<file path="src/rtl/eic_pkg.sv">
`timescale 1ns/1ps
package eic_pkg;
  localparam int unsigned LINES     = 16;
  localparam int unsigned DATA_W    = 32;
  localparam int unsigned PSEL_W    = 4;
  localparam int unsigned SEL_PER_R = 4;
  localparam int unsigned PSEL_REGS = LINES / SEL_PER_R;
  localparam int unsigned CPUS      = 2;
  localparam int unsigned SOLO      = 5;   // lines with a private output
  localparam int unsigned MID_LAST  = 9;   // last line of the middle group
  localparam int unsigned IRQS      = SOLO + 2;

  localparam int unsigned OFS_RISE  = 'h000;
  localparam int unsigned OFS_FALL  = 'h004;
  localparam int unsigned OFS_SOFT  = 'h008;
  localparam int unsigned OFS_PEND  = 'h00C;
  localparam int unsigned OFS_IMSK0 = 'h080;
  localparam int unsigned OFS_EMSK0 = 'h084;
  localparam int unsigned OFS_IMSK1 = 'h0C0;
  localparam int unsigned OFS_EMSK1 = 'h0C4;
  localparam int unsigned OFS_PSEL  = 'h100;
endpackage

</file>
<file path="src/rtl/eic_regfile.sv">
`timescale 1ns/1ps
module eic_regfile
  import eic_pkg::*;
#(
  parameter int unsigned ADDR_W = 12
) (
  input  logic                         clk,
  input  logic                         rst_n,
  input  logic                         bus_sel,
  input  logic                         bus_wr,
  input  logic [ADDR_W-1:0]            bus_addr,
  input  logic [DATA_W-1:0]            bus_wdata,
  output logic [DATA_W-1:0]            bus_rdata,
  output logic                         bus_rvalid,
  input  logic [LINES-1:0]             hw_set,
  output logic [LINES-1:0]             trig_rise,
  output logic [LINES-1:0]             trig_fall,
  output logic [LINES-1:0]             pend,
  output logic [CPUS-1:0][LINES-1:0]   imask,
  output logic [CPUS-1:0][LINES-1:0]   emask,
  output logic [LINES-1:0][PSEL_W-1:0] port_sel
);
  logic wr_en, rd_en;
  logic [LINES-1:0] lo;
  logic [LINES-1:0] rise_n, fall_n, pend_n, sw_set, clr;
  logic [CPUS-1:0][LINES-1:0] imask_n, emask_n;
  logic [LINES-1:0][PSEL_W-1:0] psel_n;
  logic [DATA_W-1:0] rd_n;

  assign wr_en = bus_sel & bus_wr;
  assign rd_en = bus_sel & ~bus_wr;
  assign lo    = bus_wdata[LINES-1:0];

  function automatic logic hit(input logic [ADDR_W-1:0] a, input int unsigned ofs);
    return a == ADDR_W'(ofs);
  endfunction

  always_comb begin
    rise_n  = trig_rise;
    fall_n  = trig_fall;
    imask_n = imask;
    emask_n = emask;
    psel_n  = port_sel;
    sw_set  = '0;
    clr     = '0;
    if (wr_en) begin
      if (hit(bus_addr, OFS_RISE))  rise_n     = lo;
      if (hit(bus_addr, OFS_FALL))  fall_n     = lo;
      if (hit(bus_addr, OFS_SOFT))  sw_set     = lo;
      if (hit(bus_addr, OFS_PEND))  clr        = lo;
      if (hit(bus_addr, OFS_IMSK0)) imask_n[0] = lo;
      if (hit(bus_addr, OFS_EMSK0)) emask_n[0] = lo;
      if (hit(bus_addr, OFS_IMSK1)) imask_n[1] = lo;
      if (hit(bus_addr, OFS_EMSK1)) emask_n[1] = lo;
      for (int r = 0; r < PSEL_REGS; r++)
        if (hit(bus_addr, OFS_PSEL + 4*r)) psel_n[SEL_PER_R*r +: SEL_PER_R] = lo;
    end
    // hardware and software sets take priority over the write-one clear
    pend_n = (pend & ~clr) | hw_set | sw_set;
  end

  always_comb begin
    rd_n = '0;
    if (hit(bus_addr, OFS_RISE))  rd_n[LINES-1:0] = trig_rise;
    if (hit(bus_addr, OFS_FALL))  rd_n[LINES-1:0] = trig_fall;
    if (hit(bus_addr, OFS_PEND))  rd_n[LINES-1:0] = pend;
    if (hit(bus_addr, OFS_IMSK0)) rd_n[LINES-1:0] = imask[0];
    if (hit(bus_addr, OFS_EMSK0)) rd_n[LINES-1:0] = emask[0];
    if (hit(bus_addr, OFS_IMSK1)) rd_n[LINES-1:0] = imask[1];
    if (hit(bus_addr, OFS_EMSK1)) rd_n[LINES-1:0] = emask[1];
    for (int r = 0; r < PSEL_REGS; r++)
      if (hit(bus_addr, OFS_PSEL + 4*r)) rd_n[LINES-1:0] = port_sel[SEL_PER_R*r +: SEL_PER_R];
  end

  always_ff @(posedge clk or negedge rst_n) begin
    if (!rst_n) begin
      trig_rise  <= '0;
      trig_fall  <= '0;
      pend       <= '0;
      imask      <= '0;
      emask      <= '0;
      port_sel   <= '0;
      bus_rdata  <= '0;
      bus_rvalid <= 1'b0;
    end else begin
      trig_rise  <= rise_n;
      trig_fall  <= fall_n;
      pend       <= pend_n;
      imask      <= imask_n;
      emask      <= emask_n;
      port_sel   <= psel_n;
      bus_rvalid <= rd_en;
      if (rd_en) bus_rdata <= rd_n;
    end
  end

  assert_soft_sets_R5: assert property (@(posedge clk) disable iff (!rst_n)
    (wr_en && hit(bus_addr, OFS_SOFT)) |=>
      ((pend & $past(lo)) == $past(lo)));

  assert_pend_clear_R6: assert property (@(posedge clk) disable iff (!rst_n)
    (wr_en && hit(bus_addr, OFS_PEND) && ((lo & (hw_set | sw_set)) == '0)) |=>
      ((pend & $past(lo)) == '0));

  assert_pend_hold_R6: assert property (@(posedge clk) disable iff (!rst_n)
    (!(wr_en && (hit(bus_addr, OFS_PEND) || hit(bus_addr, OFS_SOFT))) && hw_set == '0) |=>
      (pend == $past(pend)));

  assert_set_wins_R7: assert property (@(posedge clk) disable iff (!rst_n)
    (hw_set != '0) |=> ((pend & $past(hw_set)) == $past(hw_set)));
endmodule

</file>
<file path="src/rtl/eic_edge_detect.sv">
`timescale 1ns/1ps
module eic_edge_detect
  import eic_pkg::*;
#(
  parameter int unsigned NUM_PORTS = 4
) (
  input  logic                         clk,
  input  logic                         rst_n,
  input  logic [NUM_PORTS*LINES-1:0]   gpio_in,
  input  logic [LINES-1:0][PSEL_W-1:0] port_sel,
  input  logic [LINES-1:0]             trig_rise,
  input  logic [LINES-1:0]             trig_fall,
  output logic [LINES-1:0]             edge_hit
);
  logic [LINES-1:0] line_raw, sync_a, sync_b, sync_c;

  for (genvar n = 0; n < LINES; n++) begin : g_line
    logic pick;
    always_comb begin
      pick = 1'b0;
      for (int p = 0; p < NUM_PORTS; p++)
        if (port_sel[n] == PSEL_W'(p)) pick = gpio_in[p*LINES + n];
    end
    assign line_raw[n] = pick;

    assert_rise_source_R2: assert property (@(posedge clk) disable iff (!rst_n)
      (sync_b[n] && !sync_c[n]) |-> $past(line_raw[n], 2));
  end

  always_ff @(posedge clk or negedge rst_n) begin
    if (!rst_n) begin
      sync_a <= '0;
      sync_b <= '0;
      sync_c <= '0;
    end else begin
      sync_a <= line_raw;
      sync_b <= sync_a;
      sync_c <= sync_b;
    end
  end

  assign edge_hit = (sync_b & ~sync_c & trig_rise) | (~sync_b & sync_c & trig_fall);
endmodule

</file>
<file path="src/rtl/eic_irq_combine.sv">
`timescale 1ns/1ps
module eic_irq_combine
  import eic_pkg::*;
(
  input  logic             clk,
  input  logic             rst_n,
  input  logic [LINES-1:0] pend,
  input  logic [LINES-1:0] mask,
  output logic [IRQS-1:0]  irq
);
  logic [LINES-1:0] live;
  assign live = pend & mask;

  for (genvar g = 0; g < SOLO; g++) begin : g_solo
    assign irq[g] = live[g];
  end
  assign irq[SOLO]   = |live[MID_LAST:SOLO];
  assign irq[SOLO+1] = |live[LINES-1:MID_LAST+1];

  assert_irq_needs_live_R8: assert property (@(posedge clk) disable iff (!rst_n)
    (irq != '0) |-> ((pend & mask) != '0));
  assert_live_raises_irq_R8: assert property (@(posedge clk) disable iff (!rst_n)
    ((pend & mask) != '0) |-> (irq != '0));
endmodule

</file>
<file path="src/rtl/eic_top.sv">
`timescale 1ns/1ps
module eic_top
  import eic_pkg::*;
#(
  parameter int unsigned NUM_PORTS = 4,
  parameter int unsigned ADDR_W    = 12
) (
  input  logic                       clk,
  input  logic                       rst_n,
  input  logic                       bus_sel,
  input  logic                       bus_wr,
  input  logic [ADDR_W-1:0]          bus_addr,
  input  logic [31:0]                bus_wdata,
  output logic [31:0]                bus_rdata,
  output logic                       bus_rvalid,
  input  logic [NUM_PORTS*16-1:0]    gpio_in,
  output logic [6:0]                 cpu1_irq,
  output logic [6:0]                 cpu2_irq,
  output logic                       cpu1_evt,
  output logic                       cpu2_evt
);
  logic [LINES-1:0]             trig_rise, trig_fall, pend, edge_hit;
  logic [CPUS-1:0][LINES-1:0]   imask, emask;
  logic [LINES-1:0][PSEL_W-1:0] port_sel;
  logic [CPUS-1:0][IRQS-1:0]    irq;
  logic [CPUS-1:0]              evt_n, evt_q;

  eic_regfile #(.ADDR_W(ADDR_W)) u_regs (
    .clk(clk), .rst_n(rst_n), .bus_sel(bus_sel), .bus_wr(bus_wr),
    .bus_addr(bus_addr), .bus_wdata(bus_wdata), .bus_rdata(bus_rdata),
    .bus_rvalid(bus_rvalid), .hw_set(edge_hit), .trig_rise(trig_rise),
    .trig_fall(trig_fall), .pend(pend), .imask(imask), .emask(emask),
    .port_sel(port_sel)
  );

  eic_edge_detect #(.NUM_PORTS(NUM_PORTS)) u_edges (
    .clk(clk), .rst_n(rst_n), .gpio_in(gpio_in), .port_sel(port_sel),
    .trig_rise(trig_rise), .trig_fall(trig_fall), .edge_hit(edge_hit)
  );

  for (genvar c = 0; c < CPUS; c++) begin : g_cpu
    eic_irq_combine u_comb (
      .clk(clk), .rst_n(rst_n), .pend(pend), .mask(imask[c]), .irq(irq[c])
    );
    assign evt_n[c] = |(edge_hit & emask[c]);

    assert_evt_from_edge_R9: assert property (@(posedge clk) disable iff (!rst_n)
      evt_q[c] |-> ($past(edge_hit) != '0));
  end

  always_ff @(posedge clk or negedge rst_n) begin
    if (!rst_n) evt_q <= '0;
    else        evt_q <= evt_n;
  end

  assign cpu1_irq = irq[0];
  assign cpu2_irq = irq[1];
  assign cpu1_evt = evt_q[0];
  assign cpu2_evt = evt_q[1];
endmodule

</file>
<file path="config.mk">
export PLATFORM = sky130hd
export DESIGN_NAME = eic_top
export DESIGN_NICKNAME = d
export VERILOG_FILES = /design/src/rtl/eic_pkg.sv /design/src/rtl/eic_regfile.sv /design/src/rtl/eic_edge_detect.sv /design/src/rtl/eic_irq_combine.sv /design/src/rtl/eic_top.sv
export SDC_FILE = /design/constraint.sdc
export NUM_CORES = 1
export LEC_CHECK = 0
export BUFFER_PORTS_ARGS = -buffer_cell sky130_fd_sc_hd__buf_2
export CORE_ASPECT_RATIO = 0.8
export CORE_MARGIN = 4
export CORE_UTILIZATION = 35
export CTS_BUF_LIST = sky130_fd_sc_hd__clkbuf_8
export DETAILED_ROUTE_END_ITERATION = 7
export GPL_ROUTABILITY_DRIVEN = 0
export PLACE_DENSITY = 0.61
export RECOVER_POWER = 25
export SETUP_SLACK_MARGIN = 0.2
export SLEW_MARGIN = 20
export SYNTH_ARGS = -nofsm -noshare
export SYNTH_HDL_FRONTEND = slang
export SYNTH_HIERARCHICAL = 1
export SYNTH_SLANG_ARGS = --single-unit
</file>
<file path="constraint.sdc">
create_clock -name clk -period 1.3 [get_ports clk]
set_input_delay 0.065 -clock clk [delete_from_list [all_inputs] [get_ports clk]]
set_output_delay 0.065 -clock clk [all_outputs]
set_load 0.005 [all_outputs]
</file>
==> Word level (Yosys, flattened, before mapping) <==
Cells that the tools add are included.
{ "totals": {"ff_bits": 243, "input_bits": 112, "out_inout_bits": 49, "wordCells": 218} }
{ "classes": {"eq_ne": 59, "n_mux": 79, "n_bitwise": 18, "reduce_logical": 33} }
{ "ops": {"columns": ["op", "n"], "rows": [
  ["16-bit two-way mux", 15],
  ["16-bit bitwise AND", 9],
  ["4-bit by 2-bit == test with 1-bit output (second input constant)", 32],
  ["4-bit by 1-bit == test with 1-bit output (second input constant)", 16],
  ["4-bit zero test", 16],
  ["1-bit two-way mux", 64],
  ["12-bit by 8-bit == test with 1-bit output (second input constant)", 4],
  ["12-bit by 9-bit == test with 1-bit output (second input constant)", 4],
  ["16-bit inverter", 3],
  ["16-bit OR", 3],
  ["16-bit OR reduction", 2],
  ["12-bit by 4-bit == test with 1-bit output (second input constant)", 2],
  ["2-bit AND reduction", 10],
  ["12-bit by 3-bit == test with 1-bit output (second input constant)", 1],
  ["12-bit zero test", 1],
  ["6-bit OR reduction", 2],
  ["5-bit OR reduction", 2],
  ["1-bit bitwise AND", 2],
  ["1-bit inverter", 1]
]} }

==> Depth between registers and ports, before layout <==
{ "logic_depth": {"ltp_word": 12, "ltp_mapped": 8, "mapped_depth_nobuf": 6} }

==> Modules after synthesis <==
The synthesis kept the hierarchy.
{ "by_module_without_submodules": {"columns": ["mod", "n_inst", "cells_per_inst", "area_per_inst_um2", "seq_area_each_um2"], "rows": [
  ["eic_regfile", 1, 782, 9345.2, 4829.6],
  ["eic_edge_detect", 1, 128, 1941.9, 1201.2],
  ["eic_top", 1, 20, 221.5, 50.0],
  ["eic_irq_combine", 2, 12, 80.1, 0.0]
]} }

==> Least setup slack after synthesis <==
Ideal clock, no wire load.
{ "synth_path": {"path_kind": "input to register", "start": "in bus_addr[0]", "end": "reg u_regs/port_sel[0] (netlist bit)", "setup_time_ps": 125, "t_arrival_ps": 1632, "t_required_ps": 1175, "setup_slack_ps": -457, "path_stages": 6, "n_path_buf": 3, "path_cell_list": "buf_4 or2_2 clkbuf_1 nor4_4 buf_6 mux2_2"} }
{ "synth_via": {"elab_chain_cells": 2} }
{ "synth_lines": {"columns": ["element", "line", "text"], "rows": [
  ["start: declaration", "eic_top.sv:12", "input logic [ADDR_W-1:0] bus_addr,"],
  ["12-bit by 9-bit == test with 1-bit output", "eic_regfile.sv:35", "return a == ADDR_W'(ofs);"],
  ["2-bit AND reduction (no source line)", null, null],
  ["end signal: assignment", "eic_regfile.sv:91", "port_sel <= psel_n;"],
  ["end: declaration", "eic_regfile.sv:21", "output logic [LINES-1:0][PSEL_W-1:0] port_sel"]
]} }
Every way passes these cells.
A chain may end at the register's enable or synchronous reset.

==> Worst setup path after layout <==
{ "layout_path": {"start": "reg u_regs.pend[5]", "end": "out cpu1_irq[5]"} }
{ "layout_via": {"elab_chain_cells": 2} }
{ "layout_lines": {"columns": ["element", "line", "text"], "rows": [
  ["start: declaration", "eic_regfile.sv:18", "output logic [LINES-1:0] pend,"],
  ["start signal: assignment", "eic_regfile.sv:88", "pend <= pend_n;"],
  ["16-bit bitwise AND", "eic_irq_combine.sv:12", "assign live = pend & mask;"],
  ["5-bit OR reduction", "eic_irq_combine.sv:17", "assign irq[SOLO] = |live[MID_LAST:SOLO];"],
  ["end: declaration", "eic_top.sv:17", "output logic [6:0] cpu1_irq,"]
]} }
Every way passes these cells.

==> impl_metrics.py <==
metrics = {
    "sta": {
        "report.final.slew_viol_count": 0,
        "worst_slew_pin_slew_ns": 0.8396,
        "fmax_ghz": 0.5121,
        "holdWs_ns": 0.02846,
        "period_needed_ns": 1.953,
        "final_hold_viol_count": 0,
        "setup_ws_ns": -0.6529,
        "post-route-period-util_pct": 150.2,
        "finalClockSkew_ns": 0.03027,
        "rsz0062_at_grt": "true",
        "relSlewSlack_pct": 44.03,
        "finalSetupViolCount": 25,
    },
    "floorplan": {
        "die_h_um": 171.3,
        "die_area_um2": 36340,
        "start_util_pct": 35.68,
        "core_um2": 32700,
        "num_rows": 59,
        "pin_count": 161,
        "dieWidth_um": 212.1,
    },
    "cells_and_area": {
        "fin_nets": 1441,
        "diodes": 0,
        "utilization_pct": 52.62,
        "fillers": 2717,
        "area_growth_pct": 47.48,
        "final_cells": 1787,
        "drive_gt1_share_pct": 55.88,
    },
    "drt": {
        "drt_iter0_drc": 1078,
        "dr.pass1.iters": 5,
        "ant_nets": 0,
        "via_per_inst": 5.505,
        "wl_mm": 41.84,
        "num_vias": 9837,
        "wire_per_inst_um": 23.41,
        "drc_errors": 0,
    },
    "logic_synthesis": {
        "synth-seq-cells": 243,
        "syn_avg_cell_area_um2": 12.23,
        "yosysMostFrequentCell": "dfrtp_1",
        "synth_compound_area_share_pct": 12.22,
        "netlist_area_um2": 11670,
        "synth_top_family_by_area": "multiplexers",
        "yosys.area_share.simple_pct": 11.51,
        "synthTopCellsByCount": "dfrtp_1 (243), mux2_2 (169), nand2_1 (81), a21oi_1 (47), clkbuf_1 (42)",
        "synth_xor_area_share_pct": 0,
        "ys_async_sr_fraction_pct": 100.0,
        "synth-edff-count": 0,
        "synthAdderAreaFrac_pct": 0,
        "muxShareOfSynthArea_pct": 20.21,
        "yosysUniqueCellTypes": 60,
        "synth_top_cell_by_area": "dfrtp_1",
        "ys.flop_type": "dfrtp_1",
        "ys_seq_area_share_pct": 52.11,
        "ys_top_cells_by_area": "dfrtp_1 (52%), mux2_2 (16%), mux4_2 (3.1%), nand2_1 (2.6%), a21oi_1 (2.0%)",
        "synth_cells": 954,
        "ys_warn_count": 6,
        "yosysTopAreaCellShare_pct": 52.11,
    },
    "worst_hold_path": {
        "min_from": "gpio_in[16]",
        "holdPathEnd": "u_edges/sync_a[0]",
        "hold_depth": 3,
        "hp-class": "in -> reg",
    },
    "worst_setup_path": {
        "slowest_delay_ns": 0.40,
        "end_kind": "output port",
        "crit_chain": "buf_6 > a222oi_1 > nand2_1 > buf_2",
        "startpoint": "u_regs/pend[5]",
        "crit_slowest_cell": "dfrtp_1",
        "path_max_fanout": 3,
        "reg2reg_depth": 9,
        "crit_required_ns": 1.24,
        "critPathLaunchType": "register",
        "r2r-end": "u_regs/bus_rdata[5]",
        "reg2reg_from": "u_regs/pend[5]",
        "ff2ff_setup_slack_ns": -0.38,
        "worst-path-buf-inv": 2,
        "cpLargestDelayFamily": "flip-flops",
        "arrival_ns": 1.89,
        "criticalPathCategory": "reg -> out",
    },
    "clock_tree": {
        "cts.clk_slew.worst_paths_ns": 0.06,
        "cts_max_path_buffers": 3,
        "clk_latency_ns": 0.56,
        "cts_tree": "done",
        "cts_sinks": 243,
        "numCtsBuffers": 42,
        "cts-root-buf": "clkbuf_8",
        "cts.htree.levels": 2,
    },
    "power": {
        "p_clk_share_pct": 44.0,
        "vdd_drop_max_mv": 0.7128,
        "power_frac_comb_pct": 8.9,
        "p_per_area_nw_per_um2": 956.3,
        "intPower_mw": 12.35,
        "leakage_nw": 8.305,
        "p_seq_share_pct": 47.2,
        "switching_share_pct": 24.98,
        "power_switching_mw": 4.111,
    },
    "global_route": {
        "grt.total_usage_pct": 22.07,
        "grt_max_degree": 72,
        "grt_pass1_wl_mm": 61.67,
        "first_global_vias": 10060,
        "antenna_found_initial": 0,
        "gr-total-overflow": 0,
    },
    "placed_design": {
        "dp.final_hpwl_mm": 28.77,
        "placed_cells": 1612,
        "port_buffers": 128,
        "pre_cts_slack_ns": -0.4717,
    },
    "outcome": {
        "status": "complete, but fails checks",
        "violations": "negative setup slack",
    },
    "job": {
        "drv_cap": 0,
    },
}
[cells in the final DEF, fill, tap and decap left out, types with 22 or more instances in the layout]
cell type / Yosys / routed
mux2_2: 169 / 76
clkbuf_8: 0 / 55
dlygate4sd3_1: 0 / 47
buf_2: 17 / 112
buf_4: 22 / 164
mux2_4: 0 / 97
buf_6: 3 / 46
dfrtp_1: 243 / 240
a21oi_1: 47 / 34
o221ai_1: 26 / 22
nand2_1: 81 / 53
[cells by family after synthesis]
family / Yosys count
compound gates: 203
mux: 194
simple gates: 225
buf+inv: 88
other cells: 1
flops: 243
[final cells by class]
class,instances,area [µm²],share of cell area (%)
well taps,427,534.3,3.105
clock buffers,55,757.0,4.399
multi-input cells,641,6375,37.04
flip-flops and latches,243,6085,35.36
clock inverters,20,130.1,0.7561
inverters,3,11.26,0.06544
repair buffers,398,3317,19.27
[worst register-to-register path: cells and delay by family (launching register included)]
family                 cells  cell delay [ns]
buffers and inverters      4             0.45
flip-flops                 1             0.40
AND/OR/NAND/NOR            1             0.23
AO/OA/AOI/OAI              4             0.47
[sequential cells by signal, summed over array words and instances (netlist names)]
register / cells
u_regs/port_sel: 64
u_edges/sync_c: 16
evt_q: 2
u_regs/pend: 16
u_edges/sync_b: 16
u_regs/bus_rvalid: 1
u_regs/imask: 32
u_regs/bus_rdata: 16
u_regs/trig_fall: 16
u_regs/trig_rise: 16
u_edges/sync_a: 16
u_regs/emask: 32
[worst max-delay path by stage]
stage	endpoint	slack, ns	cells after the start
2_1_floorplan	u_regs/port_sel[0]	-0.36	6
3_3_place_gp	u_regs/bus_rdata[5]	-0.50	10
3_5_place_dp	u_regs/port_sel[4]	-0.47	8
4_1_cts	cpu1_irq[5]	-0.54	4
5_1_grt	cpu2_irq[5]	-0.69	4
6_report	cpu1_irq[5]	-0.65	4
[through the flow]
| stage | total power [mW] | setup TNS (ns) | area, µm² |
|---|---|---|---|
| after floorplan | 8.336 | -28.40 | 12130 |
| after global placement | 9.028 | -68.28 | 14290 |
| after detailed placement | 9.043 | -69.31 | 14290 |
| after CTS | 16.53 | -3.193 | 16650 |
| after global routing | 17.08 | -5.789 | 17210 |
| final | 16.46 | -3.736 | 17210 |
[layer usage]
metal  track usage (%)  up-vias  part of all wire, %
li1                  -     4300                    -
met1             32.00     5013                   44
met2             34.20      470                   46
met3             4.796       54                  8.3
met4             4.875        0                  1.6
met5                 0        -                    0
[what timing repair did]
item	CTS	global route
endpoints found under the setup margin	153	204
gates cloned	2	4
gates resized for setup	152	117
hold buffers	46	1
setup buffers	36	11
hold endpoints to repair	300	4
pin swaps	70	45
[power groups by stage]
stage,Sequential (mW),Clock (mW),Combinational [mW]
global route,7.77,7.75,1.56
floorplan,7.86,0,0.477
CTS,7.75,7.37,1.40
global placement,7.88,0,1.14
finish,7.76,7.23,1.46
detailed placement,7.89,0,1.16
Power figures use the tool's default switching activity.
